[config.mk]
export PLATFORM = sky130hd
export DESIGN_NAME = ack_count_tracker
export DESIGN_NICKNAME = d
export VERILOG_FILES = /design/src/rtl/ack_pkg.sv /design/src/rtl/ack_popcount.sv /design/src/rtl/ack_resp_count.sv /design/src/rtl/ack_pending_tracker.sv /design/src/rtl/ack_count_tracker.sv
export SDC_FILE = /design/constraint.sdc
export NUM_CORES = 1
export LEC_CHECK = 0
export ABC_AREA = 0
export BUFFER_PORTS_ARGS = -buffer_cell sky130_fd_sc_hd__buf_4
export CORE_MARGIN = 4
export CORE_UTILIZATION = 46
export CTS_BUF_LIST = sky130_fd_sc_hd__clkbuf_16
export CTS_CLUSTER_SIZE = 24
export DETAILED_ROUTE_END_ITERATION = 10
export GPL_TIMING_DRIVEN = 0
export PLACE_DENSITY = 0.84
export SYNTH_ARGS = -nofsm -noshare
export SYNTH_HDL_FRONTEND = slang
export SYNTH_HIERARCHICAL = 1
export SYNTH_SLANG_ARGS = --single-unit
[constraint.sdc]
create_clock -name clk -period 5 [get_ports clk]
set_input_delay 0.5 -clock clk [delete_from_list [all_inputs] [get_ports clk]]
set_output_delay 0.5 -clock clk [all_outputs]
set_load 0.05 [all_outputs]
[src/rtl/ack_pkg.sv]
`timescale 1ns/1ps
package ack_pkg;

    typedef enum logic [1:0] {
        RSP_DATA    = 2'd0,
        RSP_EXCL    = 2'd1,
        RSP_SHARED  = 2'd2,
        RSP_UPGRADE = 2'd3
    } rsp_kind_e;

    typedef struct packed {
        logic all_done;
        logic more_pending;
    } ack_evt_t;

    // signed width able to hold +clients and -clients
    function automatic int cnt_width(input int clients);
        return $clog2(clients + 1) + 1;
    endfunction

    function automatic int id_width(input int clients);
        return (clients > 1) ? $clog2(clients) : 1;
    endfunction

endpackage

[src/rtl/ack_popcount.sv]
`timescale 1ns/1ps
module ack_popcount #(
    parameter int VEC_W = 16,
    parameter int OUT_W = 6
) (
    input  logic [VEC_W-1:0] vec,
    output logic [OUT_W-1:0] count
);
    always_comb begin
        count = '0;
        for (int i = 0; i < VEC_W; i++) begin
            count = count + OUT_W'(vec[i]);
        end
    end
endmodule

[src/rtl/ack_resp_count.sv]
`timescale 1ns/1ps
module ack_resp_count
    import ack_pkg::*;
#(
    parameter int NUM_CLIENTS = 16,
    parameter int ID_W        = 4,
    parameter int CNT_W       = 6
) (
    input  logic [NUM_CLIENTS-1:0] sharers,
    input  logic [ID_W-1:0]        req_id,
    input  logic [CNT_W-1:0]       pop,
    input  rsp_kind_e              kind,
    output logic [CNT_W-1:0]       count
);
    logic             is_member;
    logic [CNT_W-1:0] neg_pop;

    always_comb begin
        is_member = 1'b0;
        for (int i = 0; i < NUM_CLIENTS; i++) begin
            if (ID_W'(i) == req_id) is_member = sharers[i];
        end
    end

    assign neg_pop = CNT_W'(0) - pop;

    always_comb begin
        unique case (kind)
            RSP_DATA, RSP_EXCL: count = neg_pop + CNT_W'(is_member);
            RSP_SHARED:         count = '0;
            RSP_UPGRADE:        count = neg_pop + CNT_W'(1);
            default:            count = '0;
        endcase
    end

    // a shared response never asks for acks; upgrade never exceeds +1
    always_comb begin
        if (kind == RSP_SHARED) begin
            AST_SHARED_ZERO: assert (count == '0);
        end
    end
endmodule

[src/rtl/ack_pending_tracker.sv]
`timescale 1ns/1ps
module ack_pending_tracker
    import ack_pkg::*;
#(
    parameter int CNT_W = 6
) (
    input  logic             clk,
    input  logic             rst,
    input  logic             load,
    input  logic [CNT_W-1:0] load_value,
    input  logic             ack_valid,
    input  logic [CNT_W-1:0] ack_cnt,
    output logic [CNT_W-1:0] pending,
    output ack_evt_t         evt,
    output logic             underflow
);
    logic [CNT_W:0] diff;
    logic           diff_zero;
    logic           diff_neg;

    // one extra bit so the sign of the difference is exact
    assign diff      = {pending[CNT_W-1], pending} - {ack_cnt[CNT_W-1], ack_cnt};
    assign diff_zero = (diff == '0);
    assign diff_neg  = diff[CNT_W];

    always_ff @(posedge clk) begin
        if (rst) begin
            pending   <= '0;
            evt       <= '0;
            underflow <= 1'b0;
        end else begin
            evt <= '0;
            if (load) begin
                pending   <= load_value;
                underflow <= 1'b0;
            end else if (ack_valid) begin
                pending          <= diff[CNT_W-1:0];
                evt.all_done     <= diff_zero;
                evt.more_pending <= !diff_zero;
                if (diff_neg) underflow <= 1'b1;
            end
        end
    end

    AST_PULSE_EXCL: assert property (@(posedge clk) disable iff (rst)
        !(evt.all_done && evt.more_pending));
    AST_ACK_PULSES: assert property (@(posedge clk) disable iff (rst)
        (ack_valid && !load) |=> (evt.all_done || evt.more_pending));
    AST_LOAD_WINS: assert property (@(posedge clk) disable iff (rst)
        load |=> (!evt.all_done && !evt.more_pending && !underflow));
    AST_IDLE_HOLD: assert property (@(posedge clk) disable iff (rst)
        (!load && !ack_valid) |=> ($stable(pending) && !evt.all_done && !evt.more_pending));
    AST_ERR_STICKY: assert property (@(posedge clk) disable iff (rst)
        (underflow && !load) |=> underflow);
endmodule

[src/rtl/ack_count_tracker.sv]
`timescale 1ns/1ps
module ack_count_tracker
    import ack_pkg::*;
#(
    parameter  int NUM_CLIENTS = 16,
    localparam int ID_W        = id_width(NUM_CLIENTS),
    localparam int CNT_W       = cnt_width(NUM_CLIENTS)
) (
    input  logic                   clk,
    input  logic                   rst,
    input  logic [NUM_CLIENTS-1:0] sharers,
    input  logic [ID_W-1:0]        req_id,
    input  logic [1:0]             rsp_kind,
    output logic [CNT_W-1:0]       rsp_ack_count,
    input  logic                   repl_load,
    input  logic                   ack_valid,
    input  logic [CNT_W-1:0]       ack_count,
    output logic [CNT_W-1:0]       pending,
    output logic                   ack_all,
    output logic                   ack_more,
    output logic                   underflow
);
    logic [CNT_W-1:0] pop;
    ack_evt_t         evt;
    rsp_kind_e        kind;

    assign kind = rsp_kind_e'(rsp_kind);

    ack_popcount #(.VEC_W(NUM_CLIENTS), .OUT_W(CNT_W)) u_pop (
        .vec   (sharers),
        .count (pop)
    );

    ack_resp_count #(.NUM_CLIENTS(NUM_CLIENTS), .ID_W(ID_W), .CNT_W(CNT_W)) u_resp (
        .sharers (sharers),
        .req_id  (req_id),
        .pop     (pop),
        .kind    (kind),
        .count   (rsp_ack_count)
    );

    ack_pending_tracker #(.CNT_W(CNT_W)) u_track (
        .clk        (clk),
        .rst        (rst),
        .load       (repl_load),
        .load_value (pop),
        .ack_valid  (ack_valid),
        .ack_cnt    (ack_count),
        .pending    (pending),
        .evt        (evt),
        .underflow  (underflow)
    );

    assign ack_all  = evt.all_done;
    assign ack_more = evt.more_pending;

    AST_LOAD_VALUE: assert property (@(posedge clk) disable iff (rst)
        repl_load |=> (pending == $past(pop)));
endmodule

==> flow_metrics.py <==
metrics = {
    "run_status": {
        "run_status": "complete, but fails checks",
        "violated_checks": "negative setup slack",
    },
    "sta": {
        "setup_ws_ps": -357,
        "period_minus_slack_ps": 5360,
        "finalClockSkew_ps": 2.11,
        "fmax_ghz": 0.187,
        "min_period_over_period": 1.07,
        "timing.final.max_slew_violations": 0,
        "rsz0062_at_grt": "true",
        "slew-limit-headroom": 0.645,
        "setup-violations-final": 4,
        "timing.final.hold_violations": 0,
        "worst-slew-pin-transition_ps": 533,
    },
    "global_routing": {
        "global_route_wire_length_before_repair_mm": 6.74,
        "grt_pass1_vias": 1568,
        "groute.usage.overall": 0.201,
        "grt_max_degree": 11,
        "antenna_found_initial": 0,
        "grt.overflow.total": 0,
    },
    "synthesis": {
        "async_flop_share": 0,
        "synthCells": 170,
        "ys_seq_elements": 9,
        "synth.yosys.seq_area_share": 0.123,
        "synth.distinct_cells": 46,
        "synth-warning-count": 6,
        "synth.net_count": 227,
        "synth-edff-count": 0,
        "syn-cell-area_um2": 1460,
        "synthesis.area_per_instance_um2": 8.60,
        "yosys_most_used_dff": "dfxtp_1",
    },
    "die": {
        "floorplan.initialDensity": 0.479,
        "die-width_um": 64.4,
        "die-area_um2": 4140,
        "core_area_um2": 3050,
        "floorplan.die.height_um": 64.4,
        "core.rowCount": 20,
        "top_level_ports": 47,
    },
    "job": {
        "maximum_capacitance_violations": 0,
    },
    "cells_and_area": {
        "n_antenna_cell": 0,
        "num-nets-final": 283,
        "fillCellCount": 239,
        "layout-drive-gt1-share": 0.400,
        "flow.area_growth_from_synthesis_pct": 49.8,
    },
    "detailed_routing": {
        "drt_first_iter_violations": 57,
        "postRouteWirelength_mm": 4.03,
        "wire_per_inst_um": 15.0,
        "detail_route.drc_violations": 0,
        "vias": 1454,
        "drtPass1Iterations": 4,
        "ant_nets": 0,
        "avgViaCountPerCell": 5.41,
    },
    "clock_tree": {
        "clock_sink_count": 9,
        "numCtsBuffers": 3,
        "worst_skew_pair_later_pin_latency_ps": 230,
        "cts_tree": "done",
        "cts-root-buf": "clkbuf_16",
        "cts_max_path_buffers": 2,
        "clk_pin_slew_worst_paths_ps": 40,
        "cts_htree_levels": 1,
    },
    "critical_path": {
        "crit_type": "in -> out",
        "crit_required_ps": 4500,
        "critPathMaxStageDelay_ps": 550,
        "timing.critical_path.cells": "buf_8, inv_8, fa_1, inv_2, fa_1, fa_1, inv_1, fa_1, inv_1, ha_2, inv_2, fa_2, inv_2, inv_2, ha_4, ha_4, nand2_4, o311ai_4, o21ai_2, mux2i_4, buf_6",
        "crit_fanout": 3,
        "critical_path.endpoint_type": "output port",
        "cp-start-kind": "input port",
        "crit_path_top_delay_cell": "fa_1",
        "worstPathArrival_ps": 4860,
    },
    "placement": {
        "dp_hpwl_mm": 3.04,
        "gp_congestion": 0.842,
        "buffer_ports.inserted": 45,
        "dp_slack_ps": -428,
    },
    "worst_hold_path": {
        "holdCritPathClass": "reg -> reg",
    },
}
## critical path, delay by kind of cell
kind | cells | cell delay, ps
buffers and inverters | 9 | 630
AND/OR/NAND/NOR | 1 | 70
adder cells (fa/ha/maj) | 8 | 3110
multiplexers | 1 | 260
AO/OA/AOI/OAI | 2 | 310
## layer usage
metal,part of all wire,routed length (µm),global-route usage,vias up
met4,0.018,72,0.0528,0
met1,0.39,1590,0.240,710
met3,0.041,164,0.0439,9
met2,0.55,2200,0.362,40
li1,-,-,-,695
met5,0,0,0,-
## area by class of cell
cell class / count / area [µm²] / share of cell area
Sequential cell: 9 / 180 / 0.0823
Clock buffer: 3 / 75.1 / 0.0343
Tap cell: 44 / 55.1 / 0.0251
Multi-Input combinational cell: 119 / 1290 / 0.591
Inverter: 38 / 153 / 0.0697
Timing Repair Buffer: 51 / 409 / 0.187
Buffer: 4 / 20.0 / 0.00914
Clock inverter: 1 / 3.75 / 0.00171
## per-stage QoR
step | util | std cells | hold WS, ps | TNS (ps) | area, µm²
final | 0.717 | 269 | 511 | -1080 | 2190
after detailed placement | 0.641 | 259 | 508 | -1160 | 1960
after global placement | 0.641 | 259 | 502 | -979 | 1960
after CTS | 0.708 | 268 | 515 | -823 | 2160
after floorplan | - | 170 | 687 | -169 | 1560
after global routing | 0.717 | 269 | 535 | -1500 | 2190
## cells in the mapped netlist (2+ instances only)
cell type,n,area share
xor2_1,2,0.012
ha_1,14,0.12
or3_1,2,0.0086
mux4_1,4,0.072
a21o_1,2,0.010
and2_1,2,0.0086
nand2b_1,7,0.030
buf_1,2,0.0051
nor3_1,2,0.0068
nand2_1,4,0.010
mux2i_1,2,0.014
o31ai_1,2,0.010
nor2b_1,2,0.0086
dfxtp_1,9,0.12
o21ai_0,6,0.021
nor2_1,12,0.031
nor4_1,2,0.0086
a211oi_1,3,0.015
a21oi_1,10,0.034
o21a_1,3,0.015
xnor2_1,5,0.030
inv_1,38,0.098
nand3_1,2,0.0068
fa_1,11,0.15
## cell usage in the layout, fill, tap and decap left out, types with 2 or more instances in the layout
cell | synthesis | routed
a211oi_1 | 3 | 3
ha_4 | 0 | 2
nand3_1 | 2 | 2
dfxtp_1 | 9 | 9
mux4_1 | 4 | 4
or3_4 | 0 | 2
and2_1 | 2 | 2
o21ai_0 | 6 | 5
clkbuf_16 | 0 | 3
ha_1 | 14 | 11
inv_2 | 0 | 4
xnor2_1 | 5 | 2
buf_6 | 0 | 5
inv_1 | 38 | 33
nor2b_1 | 2 | 2
nand2b_1 | 7 | 7
fa_1 | 11 | 10
a21oi_1 | 10 | 9
buf_1 | 2 | 2
nand2_1 | 4 | 3
o21ai_2 | 1 | 2
a21o_1 | 2 | 2
xnor2_2 | 0 | 2
nor2_1 | 12 | 10
nor3_1 | 2 | 2
buf_4 | 1 | 46
o21a_1 | 3 | 2
## worst paths after layout
check / startpoint / to / slack [ps] / cells after the start
setup / recovery: sharers[0] / rsp_ack_count[4] / -360 / 21
hold / removal: u_track/underflow / u_track/underflow / 510 / 2
setup reg to reg: u_track/pending[0] / u_track/evt[1] / 2700 / 9
hold reg to reg: u_track/underflow / u_track/underflow / 510 / 2
## cell families after synthesis
logic type               count (synthesis)  synth area share
other                                    1           0.00257
AND/OR/NAND/NOR                         43             0.180
multiplexers                             7             0.101
adder cells (fa/ha/maj)                 25             0.271
XOR/XNOR                                 7            0.0420
buffers and inverters                   42             0.111
flip-flops                               9             0.123
AO/OA/AOI/OAI                           36             0.170
## timing repair
action,CTS,global route
setup endpoints to repair,4,5
gates resized for setup,18,5
buffers inserted,5,1
pin swaps,10,3
hold buffers,0,0
gates cloned,0,0
## state kept, by name, summed over array words and instances, names as in the netlist
| register | cells |
|---|---|
| u_track/pending | 6 |
| u_track/underflow | 1 |
| u_track/evt | 2 |
Power is not shown: default switching activity piles up to over one toggle a cycle in this logic, so the estimate is an artifact.
